## config.mk

```make
export PLATFORM = sky130hd
export DESIGN_NAME = sync_serial_port
export DESIGN_NICKNAME = d
export VERILOG_FILES = /design/src/rtl/ssp_pkg.sv /design/src/rtl/ssp_sync.sv /design/src/rtl/ssp_baud.sv /design/src/rtl/ssp_shift.sv /design/src/rtl/sync_serial_port.sv
export SDC_FILE = /design/constraint.sdc
export NUM_CORES = 1
export LEC_CHECK = 0
export BUFFER_PORTS_ARGS = -buffer_cell sky130_fd_sc_hd__buf_2
export CAP_MARGIN = 20
export CORE_MARGIN = 5
export CORE_UTILIZATION = 52
export CTS_CLUSTER_SIZE = 40
export DETAILED_ROUTE_END_ITERATION = 8
export PLACE_DENSITY = 0.72
export SYNTH_ARGS = -nofsm -noshare
export SYNTH_HDL_FRONTEND = slang
export SYNTH_SLANG_ARGS = --single-unit
```

## constraint.sdc

```tcl
create_clock -name clk -period 9.3 [get_ports clk]
set_input_delay 1.86 -clock clk [delete_from_list [all_inputs] [get_ports clk]]
set_output_delay 1.86 -clock clk [all_outputs]
set_load 0.01 [all_outputs]
```

## src/rtl/ssp_pkg.sv

```systemverilog
package ssp_pkg;

    typedef enum logic [1:0] {
        ST_IDLE = 2'd0,
        ST_RUN  = 2'd1,
        ST_WAIT = 2'd2
    } eng_state_t;

    typedef struct packed {
        logic lead;
        logic trail;
    } clk_evt_t;

endpackage

```

## src/rtl/ssp_sync.sv

```systemverilog
module ssp_sync #(
    parameter int W = 1,
    parameter int STAGES = 2,
    parameter logic [W-1:0] RST_VAL = '0
) (
    input  logic         clk,
    input  logic         rst,
    input  logic [W-1:0] d,
    output logic [W-1:0] q
);
    logic [STAGES-1:0][W-1:0] pipe;

    always_ff @(posedge clk) begin
        if (rst) begin
            for (int i = 0; i < STAGES; i++) pipe[i] <= RST_VAL;
        end else begin
            pipe[0] <= d;
            for (int i = 1; i < STAGES; i++) pipe[i] <= pipe[i-1];
        end
    end

    assign q = pipe[STAGES-1];
endmodule

```

## src/rtl/ssp_baud.sv

```systemverilog
module ssp_baud #(
    parameter int PRE_W = 8,
    parameter int RATE_W = 8
) (
    input  logic              clk,
    input  logic              rst,
    input  logic              run,
    input  logic [PRE_W-1:0]  pre_div,
    input  logic [RATE_W-1:0] rate,
    output logic              tick
);
    localparam int HW = PRE_W - 1;

    logic [HW-1:0]     half_pre;
    logic [HW-1:0]     pcnt;
    logic [RATE_W-1:0] scnt;

    // even prescaler: low bit dropped, zero half-value clamped to one
    assign half_pre = (pre_div[PRE_W-1:1] == '0) ? HW'(1) : pre_div[PRE_W-1:1];

    always_ff @(posedge clk) begin
        if (rst || !run) begin
            pcnt <= '0;
            scnt <= '0;
            tick <= 1'b0;
        end else begin
            tick <= 1'b0;
            if (pcnt == half_pre - HW'(1)) begin
                pcnt <= '0;
                if (scnt == rate) begin
                    scnt <= '0;
                    tick <= 1'b1;
                end else begin
                    scnt <= scnt + RATE_W'(1);
                end
            end else begin
                pcnt <= pcnt + HW'(1);
            end
        end
    end
endmodule

```

## src/rtl/ssp_shift.sv

```systemverilog
module ssp_shift
    import ssp_pkg::*;
#(
    parameter int DATA_W = 16,
    parameter int CNT_W = 5
) (
    input  logic              clk,
    input  logic              rst,
    input  logic              en,
    input  logic              slave,
    input  logic              cpha,
    input  logic [CNT_W-1:0]  nbits,
    input  logic              start,
    input  logic              abort,
    input  clk_evt_t          evt,
    input  logic              rx_bit,
    input  logic [DATA_W-1:0] load_word,
    output logic              accept,
    output logic              busy,
    output logic              tx_bit,
    output logic              done,
    output logic [DATA_W-1:0] rx_word
);
    eng_state_t        st;
    logic [DATA_W-1:0] tx_sr, rx_sr;
    logic [CNT_W-1:0]  bcnt;
    logic              first;
    logic              sample_ev, shift_ev, last_ev;

    assign sample_ev = cpha ? evt.trail : evt.lead;
    assign shift_ev  = cpha ? (evt.lead && !first) : evt.trail;
    assign accept    = (st == ST_IDLE) && en && start;
    assign busy      = (st == ST_RUN);
    assign tx_bit    = tx_sr[DATA_W-1];

    always_comb begin
        if (slave || cpha) last_ev = sample_ev && (bcnt == nbits - CNT_W'(1));
        else               last_ev = evt.trail && (bcnt == nbits);
    end

    always_ff @(posedge clk) begin
        if (rst) begin
            st      <= ST_IDLE;
            tx_sr   <= '0;
            rx_sr   <= '0;
            bcnt    <= '0;
            first   <= 1'b0;
            done    <= 1'b0;
            rx_word <= '0;
        end else begin
            done <= 1'b0;
            if (!en) begin
                st <= ST_IDLE;
            end else begin
                case (st)
                    ST_IDLE: if (start) begin
                        st    <= ST_RUN;
                        tx_sr <= load_word;
                        rx_sr <= '0;
                        bcnt  <= '0;
                        first <= 1'b1;
                    end
                    ST_RUN: if (abort) begin
                        st <= ST_IDLE;
                    end else begin
                        if (shift_ev) tx_sr <= tx_sr << 1;
                        if (evt.lead) first <= 1'b0;
                        if (sample_ev) begin
                            rx_sr <= {rx_sr[DATA_W-2:0], rx_bit};
                            bcnt  <= bcnt + CNT_W'(1);
                        end
                        if (last_ev) begin
                            done    <= 1'b1;
                            rx_word <= sample_ev ? {rx_sr[DATA_W-2:0], rx_bit} : rx_sr;
                            st      <= slave ? ST_WAIT : ST_IDLE;
                        end
                    end
                    ST_WAIT: if (abort) st <= ST_IDLE;
                    default: st <= ST_IDLE;
                endcase
            end
        end
    end
endmodule

```

## src/rtl/sync_serial_port.sv

```systemverilog
module sync_serial_port
    import ssp_pkg::*;
#(
    parameter int DATA_W = 16,
    parameter int PRE_W = 8,
    parameter int RATE_W = 8,
    parameter int SYNC_STAGES = 2,
    localparam int SIZE_W = $clog2(DATA_W),
    localparam int CNT_W = $clog2(DATA_W + 1)
) (
    input  logic              clk,
    input  logic              rst,
    input  logic              cfg_en,
    input  logic              cfg_slave,
    input  logic              cfg_slave_tx_off,
    input  logic              cfg_loop,
    input  logic              cfg_cpol,
    input  logic              cfg_cpha,
    input  logic [SIZE_W-1:0] cfg_size,
    input  logic [PRE_W-1:0]  cfg_prescale,
    input  logic [RATE_W-1:0] cfg_rate,
    input  logic [DATA_W-1:0] tx_data,
    input  logic              tx_valid,
    output logic              tx_ready,
    output logic [DATA_W-1:0] rx_data,
    output logic              rx_valid,
    output logic              ser_clk_o,
    output logic              ser_sel_n_o,
    output logic              ser_tx_o,
    output logic              ser_tx_oe,
    input  logic              ser_clk_i,
    input  logic              ser_sel_n_i,
    input  logic              ser_rx_i
);
    logic [CNT_W-1:0]  nbits;
    logic [DATA_W-1:0] hold_q, load_word;
    logic              hold_full, accept, busy, tx_bit, tick, sclk_q;
    logic              s_clk, s_sel, s_rx, s_clk_prev, s_sel_prev;
    logic              start, abort, rx_bit, m_busy;
    clk_evt_t          m_evt, s_evt, evt;

    assign nbits = (cfg_size < SIZE_W'(3)) ? CNT_W'(4) : CNT_W'(cfg_size) + CNT_W'(1);

    // one-entry transmit holding register
    always_ff @(posedge clk) begin
        if (rst) begin
            hold_full <= 1'b0;
            hold_q    <= '0;
        end else begin
            if (accept) hold_full <= 1'b0;
            if (tx_valid && !hold_full) begin
                hold_full <= 1'b1;
                hold_q    <= tx_data;
            end
        end
    end
    assign tx_ready  = !hold_full;
    assign load_word = hold_full ? (hold_q << (CNT_W'(DATA_W) - nbits)) : '0;

    // slave-side input synchronizers and edge detection
    ssp_sync #(.W(3), .STAGES(SYNC_STAGES), .RST_VAL(3'b010)) i_sync (
        .clk(clk), .rst(rst),
        .d({ser_clk_i, ser_sel_n_i, ser_rx_i}),
        .q({s_clk, s_sel, s_rx})
    );

    always_ff @(posedge clk) begin
        if (rst) begin
            s_clk_prev <= 1'b0;
            s_sel_prev <= 1'b1;
        end else begin
            s_clk_prev <= s_clk;
            s_sel_prev <= s_sel;
        end
    end
    assign s_evt.lead  = !s_sel && (s_clk != s_clk_prev) && (s_clk_prev == cfg_cpol);
    assign s_evt.trail = !s_sel && (s_clk != s_clk_prev) && (s_clk_prev != cfg_cpol);

    // master bit clock
    assign m_busy = busy && !cfg_slave;

    ssp_baud #(.PRE_W(PRE_W), .RATE_W(RATE_W)) i_baud (
        .clk(clk), .rst(rst), .run(m_busy),
        .pre_div(cfg_prescale), .rate(cfg_rate), .tick(tick)
    );

    always_ff @(posedge clk) begin
        if (rst || !m_busy) sclk_q <= cfg_cpol;
        else if (tick)      sclk_q <= ~sclk_q;
    end
    assign m_evt.lead  = m_busy && tick && (sclk_q == cfg_cpol);
    assign m_evt.trail = m_busy && tick && (sclk_q != cfg_cpol);

    // role selection
    assign evt    = cfg_slave ? s_evt : m_evt;
    assign start  = cfg_slave ? (s_sel_prev && !s_sel) : hold_full;
    assign abort  = cfg_slave && !s_sel_prev && s_sel;
    assign rx_bit = cfg_loop ? tx_bit : (cfg_slave ? s_rx : ser_rx_i);

    ssp_shift #(.DATA_W(DATA_W), .CNT_W(CNT_W)) i_shift (
        .clk(clk), .rst(rst), .en(cfg_en), .slave(cfg_slave), .cpha(cfg_cpha),
        .nbits(nbits), .start(start), .abort(abort), .evt(evt), .rx_bit(rx_bit),
        .load_word(load_word), .accept(accept), .busy(busy), .tx_bit(tx_bit),
        .done(rx_valid), .rx_word(rx_data)
    );

    assign ser_clk_o   = m_busy ? sclk_q : cfg_cpol;
    assign ser_sel_n_o = !m_busy;
    assign ser_tx_oe   = cfg_en && !(cfg_slave && cfg_slave_tx_off);
    assign ser_tx_o    = ser_tx_oe && tx_bit;
endmodule

```

* Yosys cells after proc, flatten, opt, wreduce, memory -nomap -nowiden *
Cells that the tools add are included.

cells by class
  $add $sub $neg = 7
  multiply operators = 0
  divide/modulo/power cells = 0
  magnitude comparators = 1
  eq/ne operators = 18
  shift-type cells = 1
  multiplexer cells = 40
  bitwise logic cells = 5
  reductions and logical operators = 43

operators by type and width
  operator                                                            number
  16-bit 2-to-1 mux                                                   7
  16-bit case mux with 2 select lines                                 2
  5-bit 2-to-1 mux                                                    4
  1-bit logical AND                                                   19
  1-bit 2-to-1 mux                                                    16
  16-bit by 5-bit << shifter with 16-bit output                       1
  5-bit AND reduction                                                 3
  2-bit 2-to-1 mux                                                    6
  5-bit equality test                                                 2
  5-bit case mux with 2 select lines                                  1
  8-bit by 1-bit adder with 8-bit output, second input constant       1
  8-bit equality test                                                 1
  8-bit 2-to-1 mux                                                    1
  2-bit by 1-bit != test with 1-bit output, second input constant     4
  4-bit AND reduction                                                 2
  7-bit by 1-bit adder with 7-bit output, second input constant       1
  7-bit equality test                                                 1
  1-bit logical NOT                                                   7
  7-bit logical NOT                                                   1
  7-bit 2-to-1 mux                                                    1
  7-bit by 1-bit subtractor with 7-bit output, second input constant  1
  2-bit case mux with 3 select lines                                  1
  2-bit nonzero test                                                  3
  2-bit OR reduction                                                  3
  17 further kinds                                                    26

word-level totals
  bits in registers = 99
  bits in latches = 0
  RAM bits = 0
  bits in read-only memories = 0
  input bits = 48
  logic and storage cells = 132
  memories = 0

* Depth between registers and ports, before layout *
  depth after elaboration = 11
  depth in mapped cells = 15
  gate-level depth less buffers = 11

* Hierarchy *
From an unflattened synthesis, not the netlist that was laid out.

second synthesis, totals
  cells, all modules = 666
  area, all modules = 6140.9 µm²

modules (own cells, without submodules)
  module            instances  cells each  area each (µm²)
  ssp_shift         1          293         2871.5
  sync_serial_port  1          222         1873.0
  ssp_baud          1          136         1216.2
  ssp_sync          1          15          180.2

* Worst setup path after synthesis *
No wires, ideal clock.

  path type = input port to flip-flop
  from = input port cfg_size[0]
  to = register i_shift.rx_word[10]
  setup time = 0.121 ns
  data arrival time = 4.517 ns
  setup slack = 4.662 ns
  stages = 14
  buffers on the path = 3
  cells stage by stage = ha_1 buf_6 nor3_4 nor2_4 inv_2 buf_6 ha_1 nand4bb_1 o211a_2 xnor2_1 nor4b_4 a22oi_4 buf_6 mux2_4

on the way
  word-level cells in the longest chain between the ends = 7

RTL lines
  item                                                                                                            line                    source
  start, declared                                                                                                 sync_serial_port.sv:19  input logic [SIZE_W-1:0] cfg_size,
  4-bit by 1-bit adder with 5-bit output / 4-bit by 2-bit < comparator with 1-bit output (equally long branches)  sync_serial_port.sv:42  assign nbits = (cfg_size < SIZE_W'(3)) ? CNT_W'(4) : CNT_W'(cfg_size) + CNT_W'(1);
  5-bit 2-to-1 mux *                                                                                              sync_serial_port.sv:42
  5-bit by 1-bit subtractor with 5-bit output                                                                     ssp_shift.sv:37         if (slave || cpha) last_ev = sample_ev && (bcnt == nbits - CNT_W'(1));
  5-bit equality test                                                                                             ssp_shift.sv:37
  1-bit logical AND                                                                                               ssp_shift.sv:37
  1-bit 2-to-1 mux *                                                                                              ssp_shift.sv:37
  4-bit AND reduction (no source line) *                                                                          n/a
  end signal, assigned                                                                                            ssp_shift.sv:74         rx_word <= sample_ev ? {rx_sr[DATA_W-2:0], rx_bit} : rx_sr;
  end, declared                                                                                                   ssp_shift.sv:22         output logic [DATA_W-1:0] rx_word

Mark *: on every way between the ends. The rest lies on a longest branch, timed or not.
A chain may end at the register's enable or synchronous reset.

* Worst setup path after layout *
  from = input port cfg_size[0]
  to = register i_shift.tx_sr[6]

on the way
  word-level cells in the longest chain between the ends = 7

RTL lines
  item                                                                                                            line                    source
  4-bit by 1-bit adder with 5-bit output / 4-bit by 2-bit < comparator with 1-bit output (equally long branches)  sync_serial_port.sv:42
  5-bit 2-to-1 mux *                                                                                              sync_serial_port.sv:42
  5-bit subtractor *                                                                                              sync_serial_port.sv:58  assign load_word = hold_full ? (hold_q << (CNT_W'(DATA_W) - nbits)) : '0;
  16-bit by 5-bit << shifter with 16-bit output *                                                                 sync_serial_port.sv:58
  16-bit 2-to-1 mux *                                                                                             sync_serial_port.sv:58
  16-bit 2-to-1 mux *                                                                                             ssp_shift.sv:56         ST_IDLE: if (start) begin
  16-bit case mux with 2 select lines *                                                                           ssp_shift.sv:55         case (st)
  end signal, assigned                                                                                            ssp_shift.sv:58         tx_sr <= load_word;
  end signal, assigned                                                                                            ssp_shift.sv:66         if (shift_ev) tx_sr <= tx_sr << 1;
  end, declared                                                                                                   ssp_shift.sv:25         logic [DATA_W-1:0] tx_sr, rx_sr;

Mark *: on every way between the ends. The rest lies on a longest branch, timed or not. The select of a mux whose other input is x is not followed.

==> results.cfg <==
[status]
status = finished clean

[power_and_ir_drop]
ir_drop_v = 0.000123
power_density_nw_per_um2 = 143
leakage_nw = 2.51
power.total_mw = 0.943

[setup_path]
cp_slowest_cell = ha_1
cp_common_cell = ha_1
end_kind = flip-flop
crit_required_ps = 9550
crit_type = input port to flip-flop
worst_ep_arrival_time_ps = 5650
slowest_delay_ps = 660
worstPathCellList = buf_2 -> ha_1 -> nor3_4 -> nor2_4 -> inv_2 -> ha_1 -> a21o_1 -> o211ai_4 -> mux2i_1 -> mux4_2 -> nand2b_1 -> a311oi_1
critPathMaxFanout = 26
r2r_cells = 7
cp-start-kind = input port

[global_route]
grt_pass1_wl_um = 22500
grt_pass1_vias = 4836
antenna_found_initial = 0
grt_max_degree = 102
track_usage_pct = 18.9
grt-ovfl-total = 0

[routing]
final_antenna_net_count = 0
finalWirelength_um = 13100
via_count = 5091
wire_per_inst_um = 15.1
drt_pass1_iterations = 7
via_per_inst = 5.88
first_iter_violations = 411
drc_errors = 0

[cells_and_area]
final_common_cell = dfxtp_1
drive_above_1_share_pct = 21.2
fin_cells = 866
fill_cells = 1062
final_nets = 774
final_util_pct = 58.2
mostFrequentLayoutCells = dfxtp_1, nand2_1, nor2_1, buf_2, a21oi_1
syn_to_final_growth_pct = 9.76
antenna_cells = 0

[job]
drv_cap = 0

[hold_path]
holdPathStages = 1
hp-class = flip-flop to flip-flop

[clock_tree]
holdBufCountCts = 0
clk_latency_ps = 350
cts_made_buffers = 9
ctsLongestPathBuffers = 2
cts.htree.levels = 3
cts_setup_buffers = 0
cts_tree = built
cts_resized = 0
cts-root-buf = clkbuf_16
cts.clk_slew.worst_paths_ps = 60
clock-sinks = 99

[place]
post-place-ws_ps = 3530
place.detailed.hpwl_um = 9310
dp.cells = 850
gp_congestion = 0.870
port_buffers = 68

[floorplan]
num_rows = 39
fp.dieW_um = 118
pin_count = 70
start_util_pct = 53.0
die-area_um2 = 13800
core_um2 = 11400
die_y_um = 118

[timing]
setup_viol = 0
rsz0062_at_grt = false
skew_ps = 5.70
fin_crit_ps = 5400
worst_pin_slew_ps = 1000
clock.fmax_mhz = 185
fin_crit_sh_pct = 58.1
maxSlewViolCount = 0
timing.final.ws_setup_ps = 3900
setup_tns_ps = 0
slew_headroom_pct = 33.0
finalHoldViolations = 0

[synth]
synth_warnings = 0
syn_avg_cell_area_um2 = 8.84
syn_area_um2 = 6030
synth_edf_count = 1
synth_cell_types = 75
ys.flop_type = dfxtp_1
async_flop_share_pct = 0
syn_nets = 736
ys_ff_latch = 99
synth.yosys.seq_area_share_pct = 33.0
syn_inst = 682
## area by class of cell
class,instances,area (um2),share of cell area (%)
Inverter,12,45.0,0.681
Sequential cell,99,1990,30.1
Clock buffer,9,225,3.40
Tap cell,143,179,2.70
Clock inverter,5,31.3,0.473
Multi-Input combinational cell,524,3750,56.7
Timing Repair Buffer,74,393,5.94
## cells by family after synthesis
| logic type | synth area share [%] |
|---|---|
| xor gates and xnor gates | 5.46 |
| AOI/OAI and AO/OA | 18.0 |
| and+or+nand+nor | 24.8 |
| muxes | 12.6 |
| DFF | 33.0 |
| buffers and inverters | 4.84 |
| adders and majority gates | 1.25 |
## per-stage QoR
stage               hold WS, ps  instance area, um2
floorplan                   389                6030
global placement            395                6340
detailed placement          395                6340
CTS                         409                6590
global route                426                6620
finish                      410                6620
## cells in the mapped netlist (9+ instances only)
master     n  area [um2]
clkbuf_1  25        93.8
dfxtp_1   98        1960
nor2b_1   30         188
nand2b_1  14        87.6
xnor2_1   15         131
xor2_1    18         158
a22oi_1   22         165
nand2_1   73         274
buf_2     11        55.1
nor3_1    20         100
mux2_2    11         124
inv_1     11        41.3
a21oi_1   31         155
nor2_1    68         255
mux2i_1   25         250
mux2_4    10         150
mux4_2    10         225
nand3_1   15        75.1
o21ai_0   17        85.1
or2_2      9        56.3
## report_power, final
part | leakage (nW) | total (mW) | internal [mW] | switching, mW
logic | 1.58 | 0.157 | 0.0647 | 0.0925
registers | 0.806 | 0.447 | 0.436 | 0.0101
clock network | 0.127 | 0.339 | 0.178 | 0.161
## state kept, by name, summed over array words and instances, names as in the netlist, 2 cells and up
register and cells:
i_baud.pcnt 7, i_shift.tx_sr 16, i_sync.q 3, i_shift.st 2
i_sync.pipe 3, i_shift.bcnt 5, i_shift.rx_word 16, i_baud.scnt 8
i_shift.rx_sr 16, hold_q 16
## per-layer routing
layer	routed length (um)	vias to the layer above	global-route usage, %	share of wire [%]
met5	0	-	0	0
met4	255	0	6.09	2.0
met3	573	19	3.89	4.4
met2	6400	110	32.4	49
met1	5840	2419	23.6	45
li1	-	2543	-	-
## worst paths after layout
path / to / startpoint / slack [ps]
worst max-delay path: i_shift.tx_sr[6] / cfg_size[0] / 3900
worst min register to register: i_sync.q[1] / i_sync.pipe[1] / 410
worst max register to register: i_shift.rx_word[9] / i_shift.st[0] / 6490
worst min-delay path: i_sync.q[1] / i_sync.pipe[1] / 410
## worst max-delay path: cells and delay by family
family,cells,cell delay (ps)
compound gates,3,1080
fa+ha+maj,2,950
mux,2,690
simple gates,3,580
buf+inv,2,480
Note: power is estimated with default switching activity, not from simulation.
